===== src/rtl/shuffle_fabric.sv =====
module shuffle_fabric #(
  parameter int LOG_N  = 3,
  parameter int DATA_W = 8
) (
  input  logic                              clk,
  input  logic                              rst_n,
  input  logic [(1<<LOG_N)-1:0]             in_valid,
  input  logic [(1<<LOG_N)*LOG_N-1:0]       in_dest,
  input  logic [(1<<LOG_N)*DATA_W-1:0]      in_data,
  output logic [(1<<LOG_N)-1:0]             out_valid,
  output logic [(1<<LOG_N)*LOG_N-1:0]       out_dest,
  output logic [(1<<LOG_N)*DATA_W-1:0]      out_data,
  output logic [(1<<LOG_N)-1:0]             out_drop
);
  localparam int N    = 1 << LOG_N;
  localparam int HALF = N / 2;

  function automatic logic steer(input logic [LOG_N-1:0] d, input int st);
    logic [LOG_N-1:0] tag;
    for (int b = 0; b < LOG_N; b++) tag[b] = d[LOG_N-1-b];
    return tag[st];
  endfunction

  genvar s, j;
  for (s = 0; s < LOG_N; s++) begin : g_stage
    logic [N-1:0]        iv, bit_lo, take_lo, nv, vq, idrop, nd, dq;
    logic [LOG_N-1:0]    idst [N];
    logic [LOG_N-1:0]    ndst [N];
    logic [LOG_N-1:0]    dstq [N];
    logic [LOG_N-1:0]    isrc [N];
    logic [DATA_W-1:0]   idat [N];
    logic [DATA_W-1:0]   ndat [N];
    logic [DATA_W-1:0]   datq [N];

    for (j = 0; j < N; j++) begin : g_wire
      localparam int SRC = (j >> 1) | ((j & 1) << (LOG_N - 1));
      localparam int UP  = (j / 2) * 2;
      if (s == 0) begin : g_in
        assign iv[j]   = in_valid[SRC];
        assign idst[j] = in_dest[SRC*LOG_N +: LOG_N];
        assign idat[j] = in_data[SRC*DATA_W +: DATA_W];
        assign isrc[j] = LOG_N'(SRC);
      end else begin : g_link
        assign iv[j]   = g_stage[s-1].vq[SRC];
        assign idst[j] = g_stage[s-1].dstq[SRC];
        assign idat[j] = g_stage[s-1].datq[SRC];
        assign isrc[j] = g_stage[s-1].g_src.srcq[SRC];
      end
      assign bit_lo[j] = steer(idst[j], s);
      assign ndst[j]   = take_lo[j] ? idst[UP+1] : idst[UP];
      assign ndat[j]   = take_lo[j] ? idat[UP+1] : idat[UP];
    end

    if (s == 0) begin : g_drop_first
      assign idrop = '0;
    end else begin : g_drop_link
      assign idrop = g_stage[s-1].dq;
    end

    always_comb begin
      nd = idrop;
      for (int e = 0; e < HALF; e++) begin
        take_lo[2*e]   = !(iv[2*e] && !bit_lo[2*e]);
        take_lo[2*e+1] = !(iv[2*e] &&  bit_lo[2*e]);
        nv[2*e]   = (iv[2*e] && !bit_lo[2*e]) || (iv[2*e+1] && !bit_lo[2*e+1]);
        nv[2*e+1] = (iv[2*e] &&  bit_lo[2*e]) || (iv[2*e+1] &&  bit_lo[2*e+1]);
        if (iv[2*e] && iv[2*e+1] && (bit_lo[2*e] == bit_lo[2*e+1]))
          nd[isrc[2*e+1]] = 1'b1;
      end
    end

    always_ff @(posedge clk) begin
      if (!rst_n) begin
        vq <= '0;
        dq <= '0;
      end else begin
        vq <= nv;
        dq <= nd;
      end
    end

    always_ff @(posedge clk) begin
      dstq <= ndst;
      datq <= ndat;
    end

    if (s < LOG_N - 1) begin : g_src
      logic [LOG_N-1:0] nsrc [N];
      logic [LOG_N-1:0] srcq [N];
      for (j = 0; j < N; j++) begin : g_sel
        localparam int UP = (j / 2) * 2;
        assign nsrc[j] = take_lo[j] ? isrc[UP+1] : isrc[UP];
      end
      always_ff @(posedge clk) srcq <= nsrc;
    end
  end

  assign out_valid = g_stage[LOG_N-1].vq;
  assign out_drop  = g_stage[LOG_N-1].dq;
  for (j = 0; j < N; j++) begin : g_out
    assign out_dest[j*LOG_N +: LOG_N]   = g_stage[LOG_N-1].dstq[j];
    assign out_data[j*DATA_W +: DATA_W] = g_stage[LOG_N-1].datq[j];
  end
endmodule


===== config.mk =====
export PLATFORM = sky130hd
export DESIGN_NAME = shuffle_fabric
export DESIGN_NICKNAME = d
export VERILOG_FILES = /design/src/rtl/shuffle_fabric.sv
export SDC_FILE = /design/constraint.sdc
export NUM_CORES = 1
export LEC_CHECK = 0
export BUFFER_PORTS_ARGS = -buffer_cell sky130_fd_sc_hd__buf_2
export CAP_MARGIN = 20
export CORE_UTILIZATION = 51
export CTS_BUF_LIST = sky130_fd_sc_hd__clkbuf_4 sky130_fd_sc_hd__clkbuf_8
export CTS_CLUSTER_DIAMETER = 100
export DETAILED_ROUTE_END_ITERATION = 16
export PLACE_DENSITY = 0.81
export SLEW_MARGIN = 20
export SYNTH_ARGS = -nofsm -noshare
export SYNTH_HDL_FRONTEND = slang
export SYNTH_SLANG_ARGS = --single-unit

===== constraint.sdc =====
create_clock -name clk -period 1.1 [get_ports clk]
set_input_delay 0.11 -clock clk [delete_from_list [all_inputs] [get_ports clk]]
set_output_delay 0.11 -clock clk [all_outputs]
set_load 0.01 [all_outputs]

==> flow_summary.yaml, run 1 <==
status:
  status: "complete, but fails checks"
  failed_checks: "hold timing, setup timing"
routing:
  wl_um: 37980
  drc: 0
  vias_per_cell: 5.688
  dr.pass1.iters: 5
  ant_nets: 0
  wl_per_cell_um: 25.73
  vias: 8395
  drt_iter0_drc: 719
clock_network:
  cts_tree: "yes"
  path_clk_slew_ns: 0.07
  cts_root_buf: "clkbuf_8"
  cts.path.max_buffers: 3
  htreeDepth: 2
  cts.sinks: 319
  cts_made_buffers: 47
  clkLatencyLatePin_ns: 0.61
power:
  power.share.switching: 0.2603
  p_switching_mw: 7.232
  power.internal_mw: 20.55
  seqPwrFrac: 0.484
  p_leak_nw: 6.797
  power_density_nw_per_um2: 1785
  comb_power_share: 0.142
  ir_drop_v: 0.001125
  clkPwrFrac: 0.375
critical_path:
  worstSetupPathType: "register to register"
  end_kind: "register"
  crit_fanout: 4
  crit_path_start: "g_stage[1].dstq[21]"
  cp.arrival_ns: 1.75
  rr_startpoint: "g_stage[1].dstq[21]"
  start_kind: "register"
  cp_data_required_time_ns: 1.61
  r2r_setup_slack_ns: -0.14
global_route:
  grt_usage: 0.3242
  antenna_found_initial: 6
  grt_pass1_wl_um: 49280
  grt_pass1_vias: 8508
  overflow: 0
  grt_start_max_net_pins: 29
synthesis:
  synth_area_leader_cell: "dfxtp_1"
  yosys-top-cells-count: "dfxtp_1 (319), mux2_2 (244), nand2_1 (35)"
  syn_inst: 772
  synth_area_sq_um: 10290
  syn_avg_cell_area_sq_um: 13.33
  async_flop_share: 0
  ys_types: 29
  synth_edf_count: 0
  synth_area_leaders: "dfxtp_1 (62%), mux2_2 (27%), nand2_1 (1.3%)"
  yosysMostFrequentCell: "dfxtp_1"
  synth_nets: 870
  yosys_most_used_dff: "dfxtp_1"
  synth_warnings: 0
  yosys_register_bits: 319
  ys_seq_area_frac: 0.6207
  synth_top_area_share: 0.6207
hold_path:
  min_from: "in_data[11]"
  hp-class: "primary input to register"
cells_and_area:
  area_growth_pct: 51.23
  fill_cells: 1002
  fin_util: 0.7943
  final_cells: 1476
  finalNetCount: 1267
  drive_gt1_frac: 0.5914
sta:
  fin_ws_ns: -0.1401
  final.setup_skew_ns: 0.03468
  slew_violations: 0
  fin_crit_ns: 1.240
  clock.fmax_mhz: 806.4
  setup_violations: 204
  period_share: 1.127
  hold_violations: 2
  hold_ws_ns: -0.01845
  rsz0062_at_grt: "true"
placement:
  dpl.hpwl_um: 16990
  place_inst: 1256
  io_buffers: 200
  globalplace.congestion: 0.8902
floorplanning:
  core_area_sq_um: 19590
  dieWidth_um: 144.0
  die_h_um: 144.0
  rows: 51
  start_util: 0.5252
  fp.dieArea_sq_um: 20750
  io_pins: 202
run:
  cap_violations: 0
timing repair:
action / 4_1_cts / 5_1_grt
setup endpoints to repair: 222 / 253
gates resized for setup: 105 / 187
pin swaps: 0 / 13
setup buffers: 7 / 10
gates cloned: 1 / 9
hold buffers: 115 / 0
endpoints found under the hold margin: 132 / 0
metal layers:
metal,routed length (um),vias to the layer above,global-route usage
met5,0,-,0
met4,3131,0,0.2262
met2,18080,679,0.5329
met1,13720,3999,0.3678
met3,3055,260,0.08510
li1,-,3457,-
layout by cell type, fill, tap and decap left out, drive strengths merged:
cell type / Yosys / final
conb: 1 / 1
nand4: 6 / 6
and3: 1 / 1
o31a: 2 / 2
nand4b: 4 / 4
dfxtp: 319 / 319
clkbuf: 1 / 82
inv: 15 / 18
a31oi: 1 / 1
nor2b: 18 / 18
dlygate4sd3: 0 / 107
nand3: 6 / 6
and2: 8 / 8
a21oi: 24 / 24
nor2: 21 / 21
nand2: 35 / 36
xor2: 8 / 8
buf: 27 / 260
o21a: 2 / 2
nand2b: 10 / 10
xnor2: 4 / 4
a41oi: 6 / 6
clkinv: 0 / 5
dlymetal6s4s: 0 / 2
nor3b: 4 / 4
nand3b: 1 / 1
mux2: 244 / 244
diode: 0 / 7
nor3: 4 / 4
final cells by class:
type                       count  area (sq um)  area share
sequential                   319          6501      0.4178
multi-input combinational    411          4309      0.2769
timing repair buffer         375          3332      0.2141
clock buffer                  76         958.4     0.06160
tap                          265         331.6     0.02131
inverter                      15         56.30    0.003619
clock inverter                 8         53.80    0.003458
antenna                        7         17.52    0.001126
power by group through the flow:
stage	registers, mW	logic [mW]	clock network (mW)
final	13.4	3.94	10.4
after detailed placement	13.4	2.61	0
after floorplan	13.4	1.26	0
after global placement	13.4	2.59	0
after CTS	13.2	3.21	10.1
after global routing	13.5	4.09	11.0
path summary, 6_finish.rpt:
| path | to | cells past startpoint |
|---|---|---|
| worst min register to register | out_drop[6] | 1 |
| worst max-delay path | out_drop[1] | 4 |
| worst max register to register | out_drop[1] | 4 |
| worst min-delay path | g_stage[0].datq[43] | 2 |
state kept, by name, summed over array words and instances (netlist names):
| name | count |
|---|---|
| out_valid | 8 |
| g_stage.datq | 128 |
| out_drop | 7 |
| out_data | 64 |
| g_stage.vq | 16 |
| g_stage.dq | 10 |
| g_stage.g_src.srcq | 14 |
| g_stage.dstq | 48 |
| out_dest | 24 |
worst max-delay path, stage by stage (launching register included):
cell and delay [ns]:
dfxtp_2 0.34, xnor2_1 0.21, buf_4 0.18, nand4_1 0.20, a41oi_2 0.25
cells by family after synthesis:
kind of cell,Yosys count,synth area share
other,1,0.0003645
flip-flops,319,0.6207
AO/OA/AOI/OAI,35,0.02055
buffers and inverters,43,0.02189
multiplexers,244,0.2671
AND/OR/NAND/NOR,118,0.05923
XOR/XNOR,12,0.01022
through the flow:
stage	worst slack (ns)	total power [mW]	hold slack (ns)	setup TNS, ns	cell area [sq um]
after CTS	-0.07101	26.50	0.01217	-3.953	14680
after global routing	-0.1471	28.56	-0.04538	-11.34	15550
final	-0.1401	27.78	-0.01845	-6.452	15560
after floorplan	-0.006842	14.70	0.2115	-0.1328	10360
after global placement	-0.08291	15.94	0.3502	-3.348	12060
after detailed placement	-0.08629	15.97	0.3541	-4.670	12060
(Power assumes the default switching activity.)
==> run 2, diff against run 1 <==
Settings changed: GPL_TIMING_DRIVEN set to 0.
==> flow_summary.yaml, run 2 (synthesis gave the netlist of run 1 again) <==
floorplanning:
  fp.dieArea_sq_um: 20750
  rows: 51
  io_pins: 202
  die_h_um: 144.0
  core_area_sq_um: 19590
  dieWidth_um: 144.0
  start_util: 0.5252
sta:
  setup_violations: 150
  fin_crit_ns: 1.232
  hold_ws_ns: -0.01396
  tightest_slew_ns: 0.7654
  final.setup_skew_ns: 0.02411
  slew_violations: 0
  clock.fmax_mhz: 811.7
  relSlewSlack: 0.4897
  period_share: 1.120
  rsz0062_at_grt: "true"
  fin_ws_ns: -0.1321
  hold_violations: 2
critical_path:
  worstSetupPathType: "register to register"
  start_kind: "register"
  ff2ff_path_depth: 4
  cp.arrival_ns: 1.67
  end_kind: "register"
  crit_fanout: 5
  r2r_setup_slack_ns: -0.13
  cp_data_required_time_ns: 1.54
  rr_startpoint: "g_stage[0].dstq[19]"
  rr_endpoint: "g_stage[1].datq[45]"
global_route:
  grt_pass1_vias: 8324
  globalRouteMet2Util: 0.5261
  busiest_layer: "met2"
  antenna_found_initial: 3
  use_met1: 0.3513
  grt_start_max_net_pins: 13
  grt_util_met3: 0.06060
  overflow: 0
  grt_usage: 0.3066
  grt_pass1_wl_um: 46950
placement:
  dpl.hpwl_um: 17030
  place_area_sq_um: 11690
  globalplace.congestion: 0.8734
  io_buffers: 200
cells_and_area:
  area_growth_pct: 51.64
  final_common_cell: "dfxtp_1"
  drive_gt1_frac: 0.5869
  finalNetCount: 1273
  largest_reg_flops: 128
  fill_cells: 1009
  final_cell_mix: "dfxtp_1 (247), buf_2 (151), mux2_2 (124)"
  largest-register: "g_stage.datq"
  design_area_sq_um: 15600
  fin_util: 0.7964
hold_path:
  min_to: "g_stage[0].dstq[7]"
  min_from: "in_valid[2]"
  hp-class: "primary input to register"
  hold_depth: 3
power:
  p_leak_nw: 6.968
  power_density_nw_per_um2: 1748
  ir_drop_v: 0.001194
status:
  status: "complete, but fails checks"
  failed_checks: "hold timing, setup timing"
clock_network:
  cts_made_buffers: 48
  clkLatencyLatePin_ns: 0.57
  path_clk_slew_ns: 0.07
  htreeDepth: 2
  cts.sinks: 319
  cts_tree: "yes"
  cts_root_buf: "clkbuf_8"
  cts.path.max_buffers: 3
run:
  cap_violations: 0
routing:
  drc: 0
  vias_per_cell: 5.423
  ant_nets: 0
  dr.pass1.iters: 5
  wl_per_cell_um: 23.73
  wl_um: 35080
  drt_iter0_drc: 489
  vias: 8015
## run 2: changes by cell type in the layout (fill, tap and decap cells not counted), sizes merged
cell	before	now
buf	260	264
inv	18	15
clkbuf	82	84
clkinv	5	3
clkinvlp	0	2
diode	7	5
dlygate4sd3	107	109
nand2	36	35
## run 2: worst max-delay path, stage by stage, from the launching register on
cell and delay (ns):
dfxtp_4 0.38, nor2b_4 0.15, buf_6 0.12, buf_8 0.13
mux2_4 0.31
## run 2: how the worst max path moves through the flow
stage | cells after the start | from | to | slack, ns
finish | 4 | g_stage[0].dstq[19] | g_stage[1].datq[45] | -0.13
detailed placement | 4 | rst_n | out_valid[2] | -0.20
global route | 3 | g_stage[1].dstq[18] | out_dest[8] | -0.14
floorplan | 3 | g_stage[0].vq[3] | g_stage[1].datq[10] | -0.007
global placement | 3 | g_stage[1].dstq[18] | out_drop[3] | -0.21
CTS | 3 | g_stage[0].vq[2] | g_stage[1].dstq[9] | -0.09
## run 2: what timing repair did
item / CTS / global route
resized for setup: 187 / 193
endpoints found under the setup margin: 210 / 287
pin swaps: 9 / 12
hold buffers: 112 / 3
buffers inserted: 26 / 7
gates cloned: 7 / 3
hold endpoints to repair: 106 / 2
## run 2: power by group
part           leakage (nW)  switching, mW  internal (mW)
combinational          3.75           1.55           2.31
clock                 0.524           4.55           5.46
sequential             2.69          0.718           12.7
total                  6.97           6.82           20.5
## run 2: area by class of cell
cell class                 count  area, sq um  area share
tap                          265        331.6     0.02125
multi-input combinational    410         4444      0.2849
buffer                        28        346.6     0.02222
clock inverter                 5        30.03    0.001925
clock buffer                  78        954.7     0.06119
sequential                   319         6506      0.4170
timing repair buffer         353         2919      0.1871
inverter                      15        56.30    0.003609
antenna                        5        12.51   0.0008020
## run 2: per-layer routing
layer  share of wire  wire (um)
met1            0.37      13080
met2            0.50      17550
met3           0.061       2141
met4           0.066       2298
met5         0.00037         13
## run 2: metrics by stage
step | instances | power [mW] | setup TNS [ns] | setup WS (ns) | hold slack, ns
final | 1478 | 27.27 | -7.691 | -0.1321 | -0.01396
after global routing | 1476 | 28.10 | -10.21 | -0.1410 | 0.02244
after CTS | 1465 | 26.28 | -5.032 | -0.09042 | -0.005327
after detailed placement | 1237 | 15.75 | -25.69 | -0.2046 | 0.3522
after global placement | 1237 | 15.72 | -23.13 | -0.2080 | 0.3495
after floorplan | 772 | 14.70 | -0.1328 | -0.006842 | 0.2115
